## src/rtl/lsa_pkg.sv

```systemverilog
package lsa_pkg;
  localparam int unsigned LVL_W  = 4;
  localparam int unsigned LVL_MAX = (1 << LVL_W) - 1;

  function automatic int unsigned width_of(input int unsigned n);
    return (n < 2) ? 1 : $clog2(n);
  endfunction
endpackage

```

## src/rtl/lane_adder.sv

```systemverilog
module lane_adder #(
  parameter int unsigned N_TILES = 8
) (
  input  logic [N_TILES-1:0]                    en_i,
  input  logic [N_TILES-1:0][lsa_pkg::LVL_W-1:0] lvl_i,
  output logic [lsa_pkg::LVL_W-1:0]             sat_o
);
  localparam int unsigned SUM_W = lsa_pkg::LVL_W + $clog2(N_TILES + 1);

  logic [SUM_W-1:0] sum;

  always_comb begin
    sum = '0;
    for (int t = 0; t < N_TILES; t++)
      if (en_i[t]) sum = sum + SUM_W'(lvl_i[t]);
  end

  assign sat_o = (sum > SUM_W'(lsa_pkg::LVL_MAX)) ? lsa_pkg::LVL_W'(lsa_pkg::LVL_MAX)
                                                 : sum[lsa_pkg::LVL_W-1:0];
endmodule

```

## src/rtl/domain_arbiter.sv

```systemverilog
module domain_arbiter #(
  parameter int unsigned N_TILES = 8,
  parameter int unsigned PRIO_W  = 8,
  parameter int unsigned DOM_W   = 4,
  localparam int unsigned ID_W   = lsa_pkg::width_of(N_TILES)
) (
  input  logic [N_TILES-1:0]             locked_i,
  input  logic [N_TILES-1:0][DOM_W-1:0]  dom_i,
  input  logic [N_TILES-1:0][PRIO_W-1:0] prio_i,
  input  logic [DOM_W-1:0]               sel_dom_i,
  output logic [ID_W-1:0]                win_id_o,
  output logic                           win_valid_o,
  output logic                           collide_o
);
  logic [PRIO_W-1:0] best_prio;
  logic              seen_two;

  // ascending scan with strict compare keeps the lowest index on a tie
  always_comb begin
    win_id_o    = '1;
    win_valid_o = 1'b0;
    seen_two    = 1'b0;
    best_prio   = '0;
    for (int t = 0; t < N_TILES; t++) begin
      if (locked_i[t] && dom_i[t] == sel_dom_i) begin
        if (win_valid_o) seen_two = 1'b1;
        if (!win_valid_o || prio_i[t] > best_prio) begin
          best_prio = prio_i[t];
          win_id_o  = ID_W'(t);
        end
        win_valid_o = 1'b1;
      end
    end
    collide_o = seen_two;
  end
endmodule

```

## src/rtl/lane_sum_arbiter.sv

```systemverilog
module lane_sum_arbiter #(
  parameter int unsigned N_TILES = 8,
  parameter int unsigned LANES   = 8,
  parameter int unsigned PRIO_W  = 8,
  parameter int unsigned DOM_W   = 4,
  localparam int unsigned N_DOM  = 1 << DOM_W,
  localparam int unsigned LVL_W  = lsa_pkg::LVL_W,
  localparam int unsigned ID_W   = lsa_pkg::width_of(N_TILES)
) (
  input  logic                           clk_i,
  input  logic                           rst_ni,
  input  logic                           sample_i,
  input  logic [N_TILES-1:0]             bus_w_i,
  input  logic [N_TILES-1:0]             locked_i,
  input  logic [N_TILES-1:0]             anc_locked_i,
  input  logic [N_TILES*LANES*LVL_W-1:0] drive_i,
  input  logic [N_TILES*DOM_W-1:0]       dom_i,
  input  logic [N_TILES*PRIO_W-1:0]      prio_i,
  input  logic [DOM_W-1:0]               sel_dom_i,
  input  logic                           auto_rst_en_i,
  output logic [LANES*LVL_W-1:0]         bus_o,
  output logic [ID_W-1:0]                pattern_id_o,
  output logic                           win_valid_o,
  output logic                           collide_o,
  output logic [N_DOM-1:0]               rst_mask_o
);
  logic [N_TILES-1:0]             drv_en;
  logic [LANES-1:0][LVL_W-1:0]    lane_sat;
  logic [N_TILES-1:0][DOM_W-1:0]  dom_v;
  logic [N_TILES-1:0][PRIO_W-1:0] prio_v;
  logic [ID_W-1:0]                win_id;
  logic                           win_valid, collide;
  logic [N_DOM-1:0]               mask_d;

  assign drv_en = bus_w_i & (locked_i | anc_locked_i);

  for (genvar t = 0; t < N_TILES; t++) begin : g_unpack
    assign dom_v[t]  = dom_i[t*DOM_W +: DOM_W];
    assign prio_v[t] = prio_i[t*PRIO_W +: PRIO_W];
  end

  for (genvar k = 0; k < LANES; k++) begin : g_lane
    logic [N_TILES-1:0][LVL_W-1:0] lane_in;
    for (genvar t = 0; t < N_TILES; t++) begin : g_pick
      assign lane_in[t] = drive_i[(t*LANES+k)*LVL_W +: LVL_W];
    end
    lane_adder #(.N_TILES(N_TILES)) u_add (
      .en_i (drv_en),
      .lvl_i(lane_in),
      .sat_o(lane_sat[k])
    );
  end

  domain_arbiter #(
    .N_TILES(N_TILES), .PRIO_W(PRIO_W), .DOM_W(DOM_W)
  ) u_arb (
    .locked_i   (locked_i),
    .dom_i      (dom_v),
    .prio_i     (prio_v),
    .sel_dom_i  (sel_dom_i),
    .win_id_o   (win_id),
    .win_valid_o(win_valid),
    .collide_o  (collide)
  );

  always_comb begin
    mask_d = '0;
    if (auto_rst_en_i && win_valid) mask_d[sel_dom_i] = 1'b1;
  end

  always_ff @(posedge clk_i or negedge rst_ni) begin
    if (!rst_ni) begin
      bus_o        <= '0;
      pattern_id_o <= '1;
      win_valid_o  <= 1'b0;
      collide_o    <= 1'b0;
      rst_mask_o   <= '0;
    end else if (sample_i) begin
      bus_o        <= lane_sat;
      pattern_id_o <= win_id;
      win_valid_o  <= win_valid;
      collide_o    <= collide;
      rst_mask_o   <= mask_d;
    end
  end
endmodule

```

## config.mk

```make
export PLATFORM = sky130hd
export DESIGN_NAME = lane_sum_arbiter
export DESIGN_NICKNAME = d
export VERILOG_FILES = /design/src/rtl/lsa_pkg.sv /design/src/rtl/lane_adder.sv /design/src/rtl/domain_arbiter.sv /design/src/rtl/lane_sum_arbiter.sv
export SDC_FILE = /design/constraint.sdc
export NUM_CORES = 1
export LEC_CHECK = 0
export CAP_MARGIN = 20
export CORE_ASPECT_RATIO = 0.9
export CORE_MARGIN = 2
export CORE_UTILIZATION = 54
export CTS_CLUSTER_SIZE = 10
export DETAILED_ROUTE_END_ITERATION = 10
export GPL_TIMING_DRIVEN = 0
export PLACE_DENSITY = 0.84
export SETUP_SLACK_MARGIN = 0.3
export SYNTH_ARGS = -nofsm -noshare
export SYNTH_HDL_FRONTEND = slang
export SYNTH_HIERARCHICAL = 1
export SYNTH_SLANG_ARGS = --single-unit
export TNS_END_PERCENT = 30
```

## constraint.sdc

```tcl
create_clock -name clk_i -period 0.9 [get_ports clk_i]
set_input_delay 0.18 -clock clk_i [delete_from_list [all_inputs] [get_ports clk_i]]
set_output_delay 0.18 -clock clk_i [all_outputs]
set_load 0.02 [all_outputs]
```

==> out/qor.csv <==
stage;metric;value;unit
critical_path;Worst R2R Start;bus_o[12];
placed_design;gpl congestion;0.962;
critical_path;CP startpoint kind;input pin;
global_routing;largest net degree at the start of global routing;51;
timing;RSZ-0062 raised after global routing;yes;
cts;Clk Latency, worst-skew pair;0.31;ns
cts;TritonCTS clock tree;yes;
yosys;area leader, netlist;ha_1;
flow_run;Max-cap violations;0;
yosys;Post-synth ARST share;100;%
route;number of remaining DRC errors;0;
route;DRT iter0 DRCs;1651;
critical_path;WP data required;1.14;ns
critical_path;arrival time worst endpoint;12.77;ns
hold_path;worst hold path class;in2async;
cells_and_area;Nets;3880;
timing;Final Cycle Share;1390;%
cts;htree depth;2;
yosys;synthesized cell area;20300;um2
yosys;synth cell count leaders;ha_1 (294), inv_1 (231), nand2_1 (165), a21oi_1 (150), nor2_1 (126);
critical_path;slowest stage delay, CP;0.40;ns
global_routing;initial antenna violation count;11;
critical_path;Worst Path Max Fanout;8;
route;Vias;22800;
die;floorplan row count;67;
cts;clk slew on worst S/H paths;0.08;ns
yosys;Net Count, Synth;3249;
power;Leak;12.8;nW
yosys;Yosys warning count;6;
timing;Setup violations, final;106;
yosys;ys flop type;dfrtp_1;
timing;post-route minimum period;12.53;ns
yosys;post-synth top area share;18.1;%
route;Routed WL;77.6;mm
outcome;failing checks;hold timing, setup timing;
global_routing;first-pass GRT wire length;105;mm
timing;clock skew;0;ns
die;Die Y;188;um
cts;CTS Buffer Depth;2;
power;sw frac;47.5;%
yosys;Cell variety after synth;110;
die;Initial Utilization;54.7;%
route;DR WL/cell;21.4;um
power;part of the power in registers;7.3;%
cells_and_area;layout cell share with drive strength beyond 1;31.6;%
placed_design;PortBufs;433;
route;Final ANT Viol Nets;0;
timing;Worst slew margin;3.46;%
power;peak supply drop;1.25;mV
die;number of I/O pins;437;
yosys;synthesized instance count;2515;
critical_path;FF-to-FF End;bus_o[12];
cells_and_area;final instance area;30100;um2
critical_path;R2R depth;1;
critical_path;CP max-delay cell;or4_1;
global_routing;vias in the first global route;21400;
cts;Root Buffer;clkbuf_16;
global_routing;Total GRT Usage;32.6;%
timing;Tightest Pin Transition;1.41;ns
yosys;leading post-synthesis cells by cell area;ha_1 (18%), dfrtp_1 (6.2%), mux2_2 (5.9%);
route;Via density;6.27;
power;Pwr per Cell Area;1590;nW/um2
critical_path;Setup crit end kind;flop;
cells_and_area;Area Overhead vs Synth;48.5;%
power;Internal;25.1;mW
yosys;Post-synth EDFFs;0;
critical_path;flop-to-flop setup slack;0.05;ns
timing;Setup TNS Final;-285.61;ns
yosys;sequential-to-total area share from yosys stat;6.55;%
yosys;most frequent cell after synthesis;ha_1;
power;Clock power frac;4.6;%
critical_path;Most common cell on crit path;o21ai_1;
yosys;Avg Synthesized Cell Area;8.07;um2
cells_and_area;Fillers;2244;
placed_design;placed cell area;26400;um2
route;DR pass1 iterations;5;
cells_and_area;Layout Utilization;81.2;%
timing;fin worst setup slack;-11.63;ns
cts;clk sinks;53;
critical_path;type of the worst setup path;in2reg;
power;combinational share of power;88.0;%
timing;Max Slew Vio Count;0;
cts;CTS buffer count;5;
die;core area;37100;um2
placed_design;placed wire-length estimate;53.8;mm
global_routing;total grt overflow;0;
power;Sw Pwr;22.8;mW
timing;Hold Vio Cnt, Final;25;
yosys;Yosys reg bits;53;
timing;FMAX;0.0798;GHz
timing;hold slack;-0.0788;ns
die;die extent in x;208;um
outcome;status;complete, but fails checks;
die;Die Area;39200;um2
placed cells by master (no fill, tap or decap), types with 44 or more instances in the layout:
cell type        count
clkdlybuf4s50_1    373
inv_1              206
ha_1               202
buf_4              183
nand2_1            132
nor2_1             112
ha_4                88
a21oi_1             85
a21o_1              80
a21oi_2             71
xnor2_1             69
nand3_1             60
mux2_2              59
o21ai_0             58
mux2_4              55
nand2b_1            55
o21a_1              54
dfrtp_1             50
mux2i_1             50
xor2_1              47
buf_2               44
nor2b_1             44
how the worst max path moves through the flow:
stage | from | to | slack, ns | depth (start not counted)
2_1_floorplan | sel_dom_i[0] | pattern_id_o[2] | -10.38 | 70
3_3_place_gp | sel_dom_i[0] | pattern_id_o[2] | -12.63 | 71
3_5_place_dp | sel_dom_i[0] | pattern_id_o[2] | -12.93 | 72
4_1_cts | sel_dom_i[0] | pattern_id_o[2] | -11.09 | 76
5_1_grt | dom_i[0] | pattern_id_o[2] | -11.90 | 75
6_report | sel_dom_i[0] | pattern_id_o[2] | -11.63 | 76
final cells by class:
type / instances / area (um2) / area share [%]
multi-input combinational: 2145 / 20800 / 68.9
timing repair buffer: 620 / 5790 / 19.2
sequential: 53 / 1330 / 4.41
inverter: 245 / 922 / 3.06
tap: 483 / 604 / 2.01
buffer: 76 / 553 / 1.84
clock buffer: 5 / 125 / 0.415
clock inverter: 3 / 28.8 / 0.0955
antenna: 6 / 15.0 / 0.0498
routing by layer:
layer | vias to the layer above | part of all wire, % | GRT usage [%]
met5 | - | 0.10 | 0
met4 | 12 | 5.7 | 13.7
met3 | 307 | 8.2 | 5.84
li1 | 10400 | - | -
met1 | 11000 | 39 | 40.2
met2 | 1098 | 48 | 55.8
registers in the layout (all words and copies together) (netlist names):
name,cells
win_valid_o,1
bus_o,32
collide_o,1
pattern_id_o,3
rst_mask_o,16
per-stage QoR:
step	total power, mW	setup WS, ns	instances
final	47.9	-11.63	3636
after detailed placement	37.1	-12.93	3435
after floorplan	28.4	-10.38	2515
after CTS	40.4	-11.09	3500
after global routing	51.1	-11.90	3633
after global placement	35.4	-12.63	3431
power by group through the flow:
stage / Clock, mW / Sequential, mW / Combinational [mW]
CTS: 2.24 / 3.47 / 34.6
detailed placement: 0 / 3.50 / 33.6
global placement: 0 / 3.48 / 32.0
global route: 2.35 / 3.56 / 45.2
floorplan: 0 / 4.09 / 24.3
finish: 2.21 / 3.52 / 42.2
worst max-delay path, delay by kind of cell:
family | cells | cell delay [ns]
AOI/OAI and AO/OA | 28 | 4.34
and+or+nand+nor | 25 | 3.96
adders and majority gates | 7 | 1.69
muxes | 5 | 1.26
buffers and inverters | 10 | 1.20
xor gates and xnor gates | 1 | 0.14
logic make-up (layout without fill, tap and decap cells):
family | Yosys count | after routing | synth area share [%]
and+or+nand+nor | 749 | 749 | 20.1
AOI/OAI and AO/OA | 692 | 696 | 24.3
adders and majority gates | 351 | 351 | 23.7
buffers and inverters | 321 | 949 | 6.85
muxes | 189 | 189 | 10.2
xor gates and xnor gates | 160 | 160 | 8.38
DFF | 53 | 53 | 6.55
other | 0 | 6 | 0
repair_timing:
action	in CTS	in global routing
cloned	1	4
buffers inserted	56	126
pin swaps	54	180
endpoints found under the setup margin	109	134
resized for setup	227	441
hold endpoints to repair	25	25
No activity file was read; power rests on OpenSTA's default activity.
